## config.mk

```make
export PLATFORM = sky130hd
export DESIGN_NAME = dram_refresh_seq
export DESIGN_NICKNAME = d
export VERILOG_FILES = /design/src/rtl/dram_ref_pkg.sv /design/src/rtl/dram_ref_phase.sv /design/src/rtl/dram_ref_pacer.sv /design/src/rtl/dram_ref_cycle.sv /design/src/rtl/dram_ref_rowctr.sv /design/src/rtl/dram_refresh_seq.sv
export SDC_FILE = /design/constraint.sdc
export NUM_CORES = 1
export LEC_CHECK = 0
export BUFFER_PORTS_ARGS = -buffer_cell sky130_fd_sc_hd__buf_2
export CAP_MARGIN = 20
export CORE_MARGIN = 1
export CORE_UTILIZATION = 42
export DETAILED_ROUTE_END_ITERATION = 16
export PLACE_DENSITY = 0.59
export SLEW_MARGIN = 20
export SYNTH_ARGS = -nofsm -noshare
export SYNTH_HDL_FRONTEND = slang
export SYNTH_HIERARCHICAL = 1
export SYNTH_SLANG_ARGS = --single-unit
```

## constraint.sdc

```tcl
create_clock -name clk -period 5.4 [get_ports clk]
set_input_delay 1.62 -clock clk [delete_from_list [all_inputs] [get_ports clk]]
set_output_delay 1.62 -clock clk [all_outputs]
set_load 0.005 [all_outputs]
```

## src/rtl/dram_ref_pkg.sv

```systemverilog
package dram_ref_pkg;

  // Phase of the start-up sequence.
  typedef enum logic [1:0] {
    PH_PAUSE = 2'd0,
    PH_INIT  = 2'd1,
    PH_RUN   = 2'd2
  } phase_e;

  // Steps inside one refresh cycle.
  typedef enum logic [1:0] {
    CY_IDLE = 2'd0,
    CY_LEAD = 2'd1,  // column strobes low (or address setup), row strobe high
    CY_ACT  = 2'd2,  // row strobe low
    CY_PRE  = 2'd3   // all strobes high, precharge
  } cyc_state_e;

endpackage

```

## src/rtl/dram_ref_phase.sv

```systemverilog
module dram_ref_phase
  import dram_ref_pkg::*;
#(
  parameter int PAUSE_CYCLES = 12500,
  parameter int INIT_CYCLES  = 8
) (
  input  logic   clk,
  input  logic   rst_n,
  input  logic   cyc_done,
  output phase_e phase,
  output logic   init_need
);

  localparam int PW = $clog2(PAUSE_CYCLES + 1);
  localparam int NW = $clog2(INIT_CYCLES + 1);
  localparam logic [PW-1:0] PAUSE_LAST = PW'(PAUSE_CYCLES - 1);
  localparam logic [NW-1:0] INIT_N     = NW'(INIT_CYCLES);

  logic [PW-1:0] pause_cnt;
  logic [NW-1:0] init_left;

  always_ff @(posedge clk) begin
    if (!rst_n) begin
      phase     <= PH_PAUSE;
      pause_cnt <= '0;
      init_left <= INIT_N;
    end else begin
      case (phase)
        PH_PAUSE: begin
          if (pause_cnt == PAUSE_LAST) phase <= PH_INIT;
          else pause_cnt <= pause_cnt + PW'(1);
        end
        PH_INIT: begin
          if (cyc_done) begin
            if (init_left == NW'(1)) phase <= PH_RUN;
            init_left <= init_left - NW'(1);
          end
        end
        default: ;
      endcase
    end
  end

  assign init_need = (phase == PH_INIT);

endmodule

```

## src/rtl/dram_ref_pacer.sv

```systemverilog
module dram_ref_pacer #(
  parameter int IVL_W    = 16,
  parameter int PEND_MAX = 4
) (
  input  logic             clk,
  input  logic             rst_n,
  input  logic             run,
  input  logic [IVL_W-1:0] interval,
  input  logic             cyc_done,
  output logic             pend_nz
);

  localparam int PDW = $clog2(PEND_MAX + 1);
  localparam logic [PDW-1:0] PEND_TOP = PDW'(PEND_MAX);

  logic [IVL_W-1:0] cnt;
  logic [PDW-1:0]   pend;
  logic [IVL_W:0]   cnt_next;
  logic             tick;
  logic             take;

  assign cnt_next = {1'b0, cnt} + (IVL_W+1)'(1);
  assign tick     = run && (cnt_next >= {1'b0, interval});
  assign take     = run && cyc_done && (pend != '0);

  always_ff @(posedge clk) begin
    if (!rst_n || !run) cnt <= '0;
    else if (tick)      cnt <= '0;
    else                cnt <= cnt_next[IVL_W-1:0];
  end

  always_ff @(posedge clk) begin
    if (!rst_n) begin
      pend <= '0;
    end else begin
      case ({tick, take})
        2'b10:   if (pend != PEND_TOP) pend <= pend + PDW'(1);
        2'b01:   pend <= pend - PDW'(1);
        default: ;
      endcase
    end
  end

  assign pend_nz = (pend != '0);

endmodule

```

## src/rtl/dram_ref_cycle.sv

```systemverilog
module dram_ref_cycle
  import dram_ref_pkg::*;
#(
  parameter int CSR_CYC  = 1,
  parameter int RAS_CYC  = 4,
  parameter int CHR_CYC  = 1,
  parameter int RP_CYC   = 3,
  parameter bit RAS_ONLY = 1'b0
) (
  input  logic clk,
  input  logic rst_n,
  input  logic start,
  output logic busy,
  output logic done,
  output logic ras_n,
  output logic cas_n,
  output logic addr_en
);

  localparam int MAXC = (CSR_CYC > RAS_CYC) ?
                        ((CSR_CYC > RP_CYC) ? CSR_CYC : RP_CYC) :
                        ((RAS_CYC > RP_CYC) ? RAS_CYC : RP_CYC);
  localparam int CW = $clog2(MAXC + 1);
  localparam logic [CW-1:0] LEAD_LAST = CW'(CSR_CYC - 1);
  localparam logic [CW-1:0] ACT_LAST  = CW'(RAS_CYC - 1);
  localparam logic [CW-1:0] PRE_LAST  = CW'(RP_CYC - 1);
  localparam logic [CW-1:0] HOLD_N    = CW'(CHR_CYC);

  cyc_state_e state;
  logic [CW-1:0] tcnt;

  always_ff @(posedge clk) begin
    if (!rst_n) begin
      state <= CY_IDLE;
      tcnt  <= '0;
    end else begin
      case (state)
        CY_IDLE: begin
          tcnt <= '0;
          if (start) state <= CY_LEAD;
        end
        CY_LEAD: begin
          if (tcnt == LEAD_LAST) begin
            state <= CY_ACT;
            tcnt  <= '0;
          end else tcnt <= tcnt + CW'(1);
        end
        CY_ACT: begin
          if (tcnt == ACT_LAST) begin
            state <= CY_PRE;
            tcnt  <= '0;
          end else tcnt <= tcnt + CW'(1);
        end
        default: begin
          if (tcnt == PRE_LAST) begin
            state <= CY_IDLE;
            tcnt  <= '0;
          end else tcnt <= tcnt + CW'(1);
        end
      endcase
    end
  end

  assign busy  = (state != CY_IDLE);
  assign done  = (state == CY_PRE) && (tcnt == PRE_LAST);
  assign ras_n = (state != CY_ACT);

  generate
    if (RAS_ONLY) begin : g_row_mode
      assign cas_n   = 1'b1;
      assign addr_en = (state == CY_LEAD) || (state == CY_ACT);
    end else begin : g_cbr_mode
      assign cas_n   = !((state == CY_LEAD) ||
                         ((state == CY_ACT) && (tcnt < HOLD_N)));
      assign addr_en = 1'b0;
    end
  endgenerate

endmodule

```

## src/rtl/dram_ref_rowctr.sv

```systemverilog
module dram_ref_rowctr #(
  parameter int ROW_W = 9
) (
  input  logic             clk,
  input  logic             rst_n,
  input  logic             adv,
  output logic [ROW_W-1:0] row
);

  always_ff @(posedge clk) begin
    if (!rst_n)   row <= '0;
    else if (adv) row <= row + ROW_W'(1);
  end

endmodule

```

## src/rtl/dram_refresh_seq.sv

```systemverilog
module dram_refresh_seq
  import dram_ref_pkg::*;
#(
  parameter int PAUSE_CYCLES = 12500,
  parameter int INIT_CYCLES  = 8,
  parameter int IVL_W        = 16,
  parameter int PEND_MAX     = 4,
  parameter int CSR_CYC      = 1,
  parameter int RAS_CYC      = 4,
  parameter int CHR_CYC      = 1,
  parameter int RP_CYC       = 3,
  parameter int ROW_W        = 9,
  parameter bit RAS_ONLY     = 1'b0
) (
  input  logic             clk,
  input  logic             rst_n,
  input  logic [IVL_W-1:0] interval,
  input  logic             ref_gnt,
  output logic             ref_req,
  output logic             init_done,
  output logic             strobe_own,
  output logic             ras_n,
  output logic             cas_lo_n,
  output logic             cas_hi_n,
  output logic             addr_en,
  output logic [ROW_W-1:0] row_addr
);

  phase_e phase;
  logic   init_need;
  logic   pend_nz;
  logic   busy;
  logic   done;
  logic   cas_n;
  logic   need;
  logic   start;
  logic   running;

  assign running = (phase == PH_RUN);
  assign need    = init_need || (running && pend_nz);
  assign start   = !busy && need && ref_gnt;

  dram_ref_phase #(
    .PAUSE_CYCLES (PAUSE_CYCLES),
    .INIT_CYCLES  (INIT_CYCLES)
  ) u_phase (
    .clk       (clk),
    .rst_n     (rst_n),
    .cyc_done  (done),
    .phase     (phase),
    .init_need (init_need)
  );

  dram_ref_pacer #(
    .IVL_W    (IVL_W),
    .PEND_MAX (PEND_MAX)
  ) u_pacer (
    .clk      (clk),
    .rst_n    (rst_n),
    .run      (running),
    .interval (interval),
    .cyc_done (done),
    .pend_nz  (pend_nz)
  );

  dram_ref_cycle #(
    .CSR_CYC  (CSR_CYC),
    .RAS_CYC  (RAS_CYC),
    .CHR_CYC  (CHR_CYC),
    .RP_CYC   (RP_CYC),
    .RAS_ONLY (RAS_ONLY)
  ) u_cycle (
    .clk     (clk),
    .rst_n   (rst_n),
    .start   (start),
    .busy    (busy),
    .done    (done),
    .ras_n   (ras_n),
    .cas_n   (cas_n),
    .addr_en (addr_en)
  );

  generate
    if (RAS_ONLY) begin : g_rows
      dram_ref_rowctr #(.ROW_W(ROW_W)) u_rowctr (
        .clk   (clk),
        .rst_n (rst_n),
        .adv   (done),
        .row   (row_addr)
      );
    end else begin : g_norows
      assign row_addr = '0;
    end
  endgenerate

  assign cas_lo_n   = cas_n;
  assign cas_hi_n   = cas_n;
  assign strobe_own = busy;
  assign ref_req    = need || busy;
  assign init_done  = running;

endmodule

```

Word level (Yosys, flattened, before mapping)
Cells that the tools add are included.
{"block": "word_totals", "in_bits": 19, "wordCells": 81, "register_bits": 44, "out_inout_bits": 16}
{"block": "op_classes", "n_bitwise": 1, "n_lt_le_gt_ge": 2, "eq_ne": 20, "n_addsub": 6, "n_reduce_logical": 30, "n_mux": 15}
{"op": "16-bit by 1-bit adder with 17-bit output (second input constant)", "n": 1}
{"op": "17-bit by 16-bit greater-or-equal comparator with 1-bit output", "n": 1}
{"op": "14-bit by 1-bit adder with 14-bit output (second input constant)", "n": 1}
{"op": "14-bit == test (second input constant)", "n": 1}
{"op": "2-bit 2-to-1 mux", "n": 7}
{"op": "3-bit 2-to-1 mux", "n": 4}
{"op": "2-bit by 1-bit inequality test with 1-bit output (second input constant)", "n": 6}
{"op": "3-bit case mux with 3 select lines", "n": 1}
{"op": "2-bit == test (second input constant)", "n": 4}
{"op": "1-bit logical AND", "n": 8}
{"op": "4-bit AND reduction", "n": 2}
{"op": "3-bit by 1-bit adder with 3-bit output (second input constant)", "n": 2}
{"op": "2-bit by 1-bit == test with 1-bit output (second input constant)", "n": 3}
{"op": "3-bit by 2-bit == test with 1-bit output (second input constant)", "n": 2}
{"op": "2-bit case mux with 3 select lines", "n": 1}
{"op": "3-bit case mux with 2 select lines", "n": 1}
{"op": "2-bit AND reduction", "n": 3}
{"op": "2-bit nonzero test", "n": 3}
{"op": "4-bit by 1-bit == test with 1-bit output (second input constant)", "n": 1}
{"op": "1-bit logical NOT", "n": 4}
{"op": "2-bit logical NOT", "n": 2}
{"op": "1-bit logical OR", "n": 4}
{"op": "2-bit inequality test (second input constant)", "n": 2}
{"op": "2-bit case mux with 2 select lines", "n": 1}
{"op": "9 further kinds", "n": 9}

Logic depth before layout (Yosys ltp)
{"block": "logic_depth", "depth_word": 7, "depth_mapped": 16, "ltp_nobuf": 16}

Hierarchy
The synthesis kept the hierarchy.
{"module": "dram_ref_pacer", "area_each_um2": 1372.6, "seq_area_each_um2": 380.4, "cells_per_inst": 153, "n_inst": 1}
{"module": "dram_ref_phase", "area_each_um2": 998.5, "seq_area_each_um2": 400.4, "cells_per_inst": 110, "n_inst": 1}
{"module": "dram_ref_cycle", "area_each_um2": 429.2, "seq_area_each_um2": 100.1, "cells_per_inst": 49, "n_inst": 1}
{"module": "dram_refresh_seq", "area_each_um2": 132.6, "seq_area_each_um2": 0.0, "cells_per_inst": 18, "n_inst": 1}

Least setup slack after synthesis
Ideal clock, no wire load.
{"block": "synth_timing", "path_kind": "input -> register", "startpoint": "in interval[4]", "endpoint": "reg u_pacer.pend[2]", "setup_time_ns": 0.072, "required_ns": 5.328, "t_arrival_ns": 3.899, "path_stages": 11, "n_path_buf": 0, "slack_ns": 1.429, "cell_sequence": "inv_1 -> ha_1 -> a21oi_1 -> o21ai_0 -> a2111oi_2 -> o311a_4 -> or2b_1 -> fa_1 -> nand3b_1 -> mux2i_1 -> mux2i_1"}
{"block": "synth_via", "elab_chain_cells": 5, "word_cells_on_any_way": 8, "classes_between": "order compare (1); eq/ne (3); mux (1); reduce/logical (3)"}
{"item": "start, declared", "line": "dram_refresh_seq.sv:17", "text": "input logic [IVL_W-1:0] interval,"}
{"item": "17-bit by 16-bit greater-or-equal comparator with 1-bit output *", "line": "dram_ref_pacer.sv:23", "text": "assign tick = run && (cnt_next >= {1'b0, interval});"}
{"item": "1-bit logical AND *", "line": "dram_ref_pacer.sv:23"}
{"item": "2-bit == test or 2-bit by 1-bit == test with 1-bit output (tied branches)", "line": "dram_ref_pacer.sv:36", "text": "case ({tick, take})"}
{"item": "2-bit by 1-bit inequality test with 1-bit output (no line) or 2-bit nonzero test (tied branches)"}
{"item": "2-bit AND reduction (no line)"}
{"item": "end signal, assigned", "line": "dram_ref_pacer.sv:37", "text": "2'b10: if (pend != PEND_TOP) pend <= pend + PDW'(1);"}
{"item": "end signal, assigned", "line": "dram_ref_pacer.sv:38", "text": "2'b01: pend <= pend - PDW'(1);"}
{"item": "end, declared", "line": "dram_ref_pacer.sv:17", "text": "logic [PDW-1:0] pend;"}
Every way passes the cells marked *; elsewhere a longest branch is shown, timed or not.
A chain may end at the register's enable or synchronous reset.

Worst setup path in the final report
Same ends and word-level chain as after synthesis.

==> flow_summary.ini <==
[outcome]
status = completed

[yosys]
async_reset_ff_share_pct = 0
synth-warning-count = 6
postSynthCellCount = 330
ys_ff_latch = 44
yosysTopAreaCell = dfxtp_1
ys_top_cells_by_area = dfxtp_1 (30%), ha_1 (13%), inv_1 (4.7%)
yosys_most_used_dff = dfxtp_1
synthesis.area_sq_mm = 0.00293
synth_most_common_cell = dfxtp_1
synth.yosys.seq_area_share_pct = 30.0
synth_cell_types = 56
synthTopCellsByCount = dfxtp_1 (44), inv_1 (37), ha_1 (30)
yosysTopAreaCellShare_pct = 30.0
synth_edf_count = 0
avgSynthCellArea_sq_um = 8.89

[finish]
finalInstanceArea_sq_mm = 0.00316
nFillCells = 673
syn2layout_area_growth_pct = 7.81
antenna_cells = 0
utilization_pct = 46.8
drive_gt1_share_pct = 15.6
fin_nets = 402

[timing]
clock.fmax_mhz = 252
period_minus_slack_ns = 3.97
setup_viol = 0
finalSetupTns_ns = 0
slew_violations = 0
final.period_utilization_pct = 73.5
finalHoldViolations = 0
clock_skew_ns = 0.0103
max_slew_margin_pct = 61.4
rsz0062_at_grt = no
worst_pin_slew_ns = 0.579

[worst_setup_path]
cp_max_fo = 4
crit_chain = buf_2 -> inv_1 -> ha_1 -> a21oi_1 -> o21ai_0 -> a2111oi_2 -> o311a_4 -> or2b_1 -> fa_1 -> nand3b_1 -> mux2i_1 -> mux2i_1
path_class = in2reg
r2r_slack_ns = 1.61
cp_common_cell = mux2i_1
cp-start-kind = input pin
crit_slowest_cell = a2111oi_2
cp-end-kind = flip-flop
crit_arrival_ns = 4.19
critical_path.max_stage_delay_ns = 0.45
cp.required_ns = 5.63

[cts]
cts_buffer_depth = 2
path_clk_slew_ns = 0.08
hold_buffers = 0
ctsRootBufferMaster = clkbuf_8
cts-resized-gates = 0
cts_tree = yes
numCtsBuffers = 5
clk_latency_ns = 0.30
cts.sinks = 44
postCtsSetupRepairBufs = 0
htree_num_levels = 2

[min_path]
hold_path.class = reg2reg

[placed_design]
dpl_cell_area_sq_mm = 0.00307
port_buffers = 24
place_congestion = 0.739
dp_hpwl_mm = 3.75

[global_routing]
use_met3_pct = 2.98
overflow = 0
grt_pass1_wl_mm = 8.92
grt_pass1_vias = 2096
antenna_found_initial = 0
track_usage_pct = 15.0
grt_max_degree = 38
busiest_layer = met2
use_met2_pct = 25.5
use_met1_pct = 19.0

[route]
viasPerCell = 4.89
wl_per_cell_um = 11.3
drtAntennaViolNets = 0
drc = 0
vias = 2118
first_iter_violations = 54
first_pass_iters = 4
wl_mm = 4.88

[die]
ioPinCount = 35
row_count = 30
fp.dieH_um = 85.6
core-area_sq_mm = 0.00676
initial_core_util_pct = 43.4
die_area_sq_mm = 0.00732
die_w_um = 85.6

[power]
vdd_drop_max_v = 0.000119
p_total_mw = 0.568
power_density_mw_per_mm2 = 180
power.leakage_nw = 1.43

[flow_run]
drv_cap = 0
==> stage by stage <==
step	hold slack, ns	setup WS (ns)	instances
global placement	0.458	1.24	425
global route	0.510	1.21	433
CTS	0.476	1.48	433
floorplan	0.439	1.43	338
finish	0.472	1.43	433
detailed placement	0.463	1.17	425
==> power breakdown <==
group          switching (mW)  internal [mW]  total, mW  leakage (nW)
combinational          0.0154         0.0118     0.0272          1.02
clock                   0.110          0.102      0.213        0.0510
sequential            0.00221          0.326      0.328         0.355
==> per-layer routing <==
layer	routed length (um)	share of wire, %	up-vias
li1	-	-	1134
met1	2480	51	943
met2	2190	45	34
met3	151	3.1	7
met4	59	1.2	0
met5	0	0	-
==> path summary, 6_finish.rpt <==
kind,startpoint,depth (start not counted),end
worst max register to register,u_pacer/cnt[2],14,u_pacer/pend[2]
worst min register to register,u_pacer/pend[2],2,u_pacer/pend[2]
worst max-delay path,interval[4],12,u_pacer/pend[2]
worst min-delay path,u_pacer/pend[2],2,u_pacer/pend[2]
==> worst max-delay path, delay by kind of cell <==
| family | cells | cell delay (ns) |
|---|---|---|
| buffers and inverters | 2 | 0.11 |
| AO/OA/AOI/OAI | 4 | 0.96 |
| adder cells (fa/ha/maj) | 2 | 0.70 |
| AND/OR/NAND/NOR | 2 | 0.41 |
| multiplexers | 2 | 0.39 |
==> flip-flops by register name, summed over array words and instances, names as in the netlist <==
signal / flops
u_cycle/state: 2
u_cycle/tcnt: 3
u_pacer/cnt: 16
u_pacer/pend: 3
u_phase/init_left: 4
u_phase/pause_cnt: 14
u_phase/phase: 2
==> layout by cell type, fill, tap and decap left out, drive strengths merged, types with 2 or more instances in the layout <==
cell type,instances
nor2b,17
o21bai,2
nor3,9
nand3,13
nand4,9
nand2b,7
a21boi,2
inv,37
clkbuf,6
and4,3
xor2,11
nand3b,3
and2,11
conb,10
mux2i,10
o21ai,9
nor4b,2
a21oi,5
nor4,7
ha,30
a211oi,2
xnor2,15
nor2,11
buf,24
and3,4
or3,4
clkinv,2
and2b,2
dfxtp,44
nand2,28
==> area by class of cell <==
cell class	count	area [sq um]	share of cell area, %
Inverter	37	139	4.39
Clock inverter	2	10.0	0.317
Sequential cell	44	881	27.9
Multi-Input combinational cell	240	1830	57.9
Tap cell	80	100	3.17
Timing Repair Buffer	24	120	3.80
Clock buffer	6	82.6	2.61
==> cell families (layout without fill, tap and decap cells) <==
logic type	Yosys count	after routing	synth area share, %
AND/OR/NAND/NOR	135	135	29.0
buffers and inverters	54	69	8.62
flip-flops	44	44	30.0
adder cells (fa/ha/maj)	31	31	13.5
AO/OA/AOI/OAI	28	28	7.34
XOR/XNOR	26	26	7.76
multiplexers	10	10	3.54
other	2	10	0.256
No activity file was read; power rests on OpenSTA's default activity.
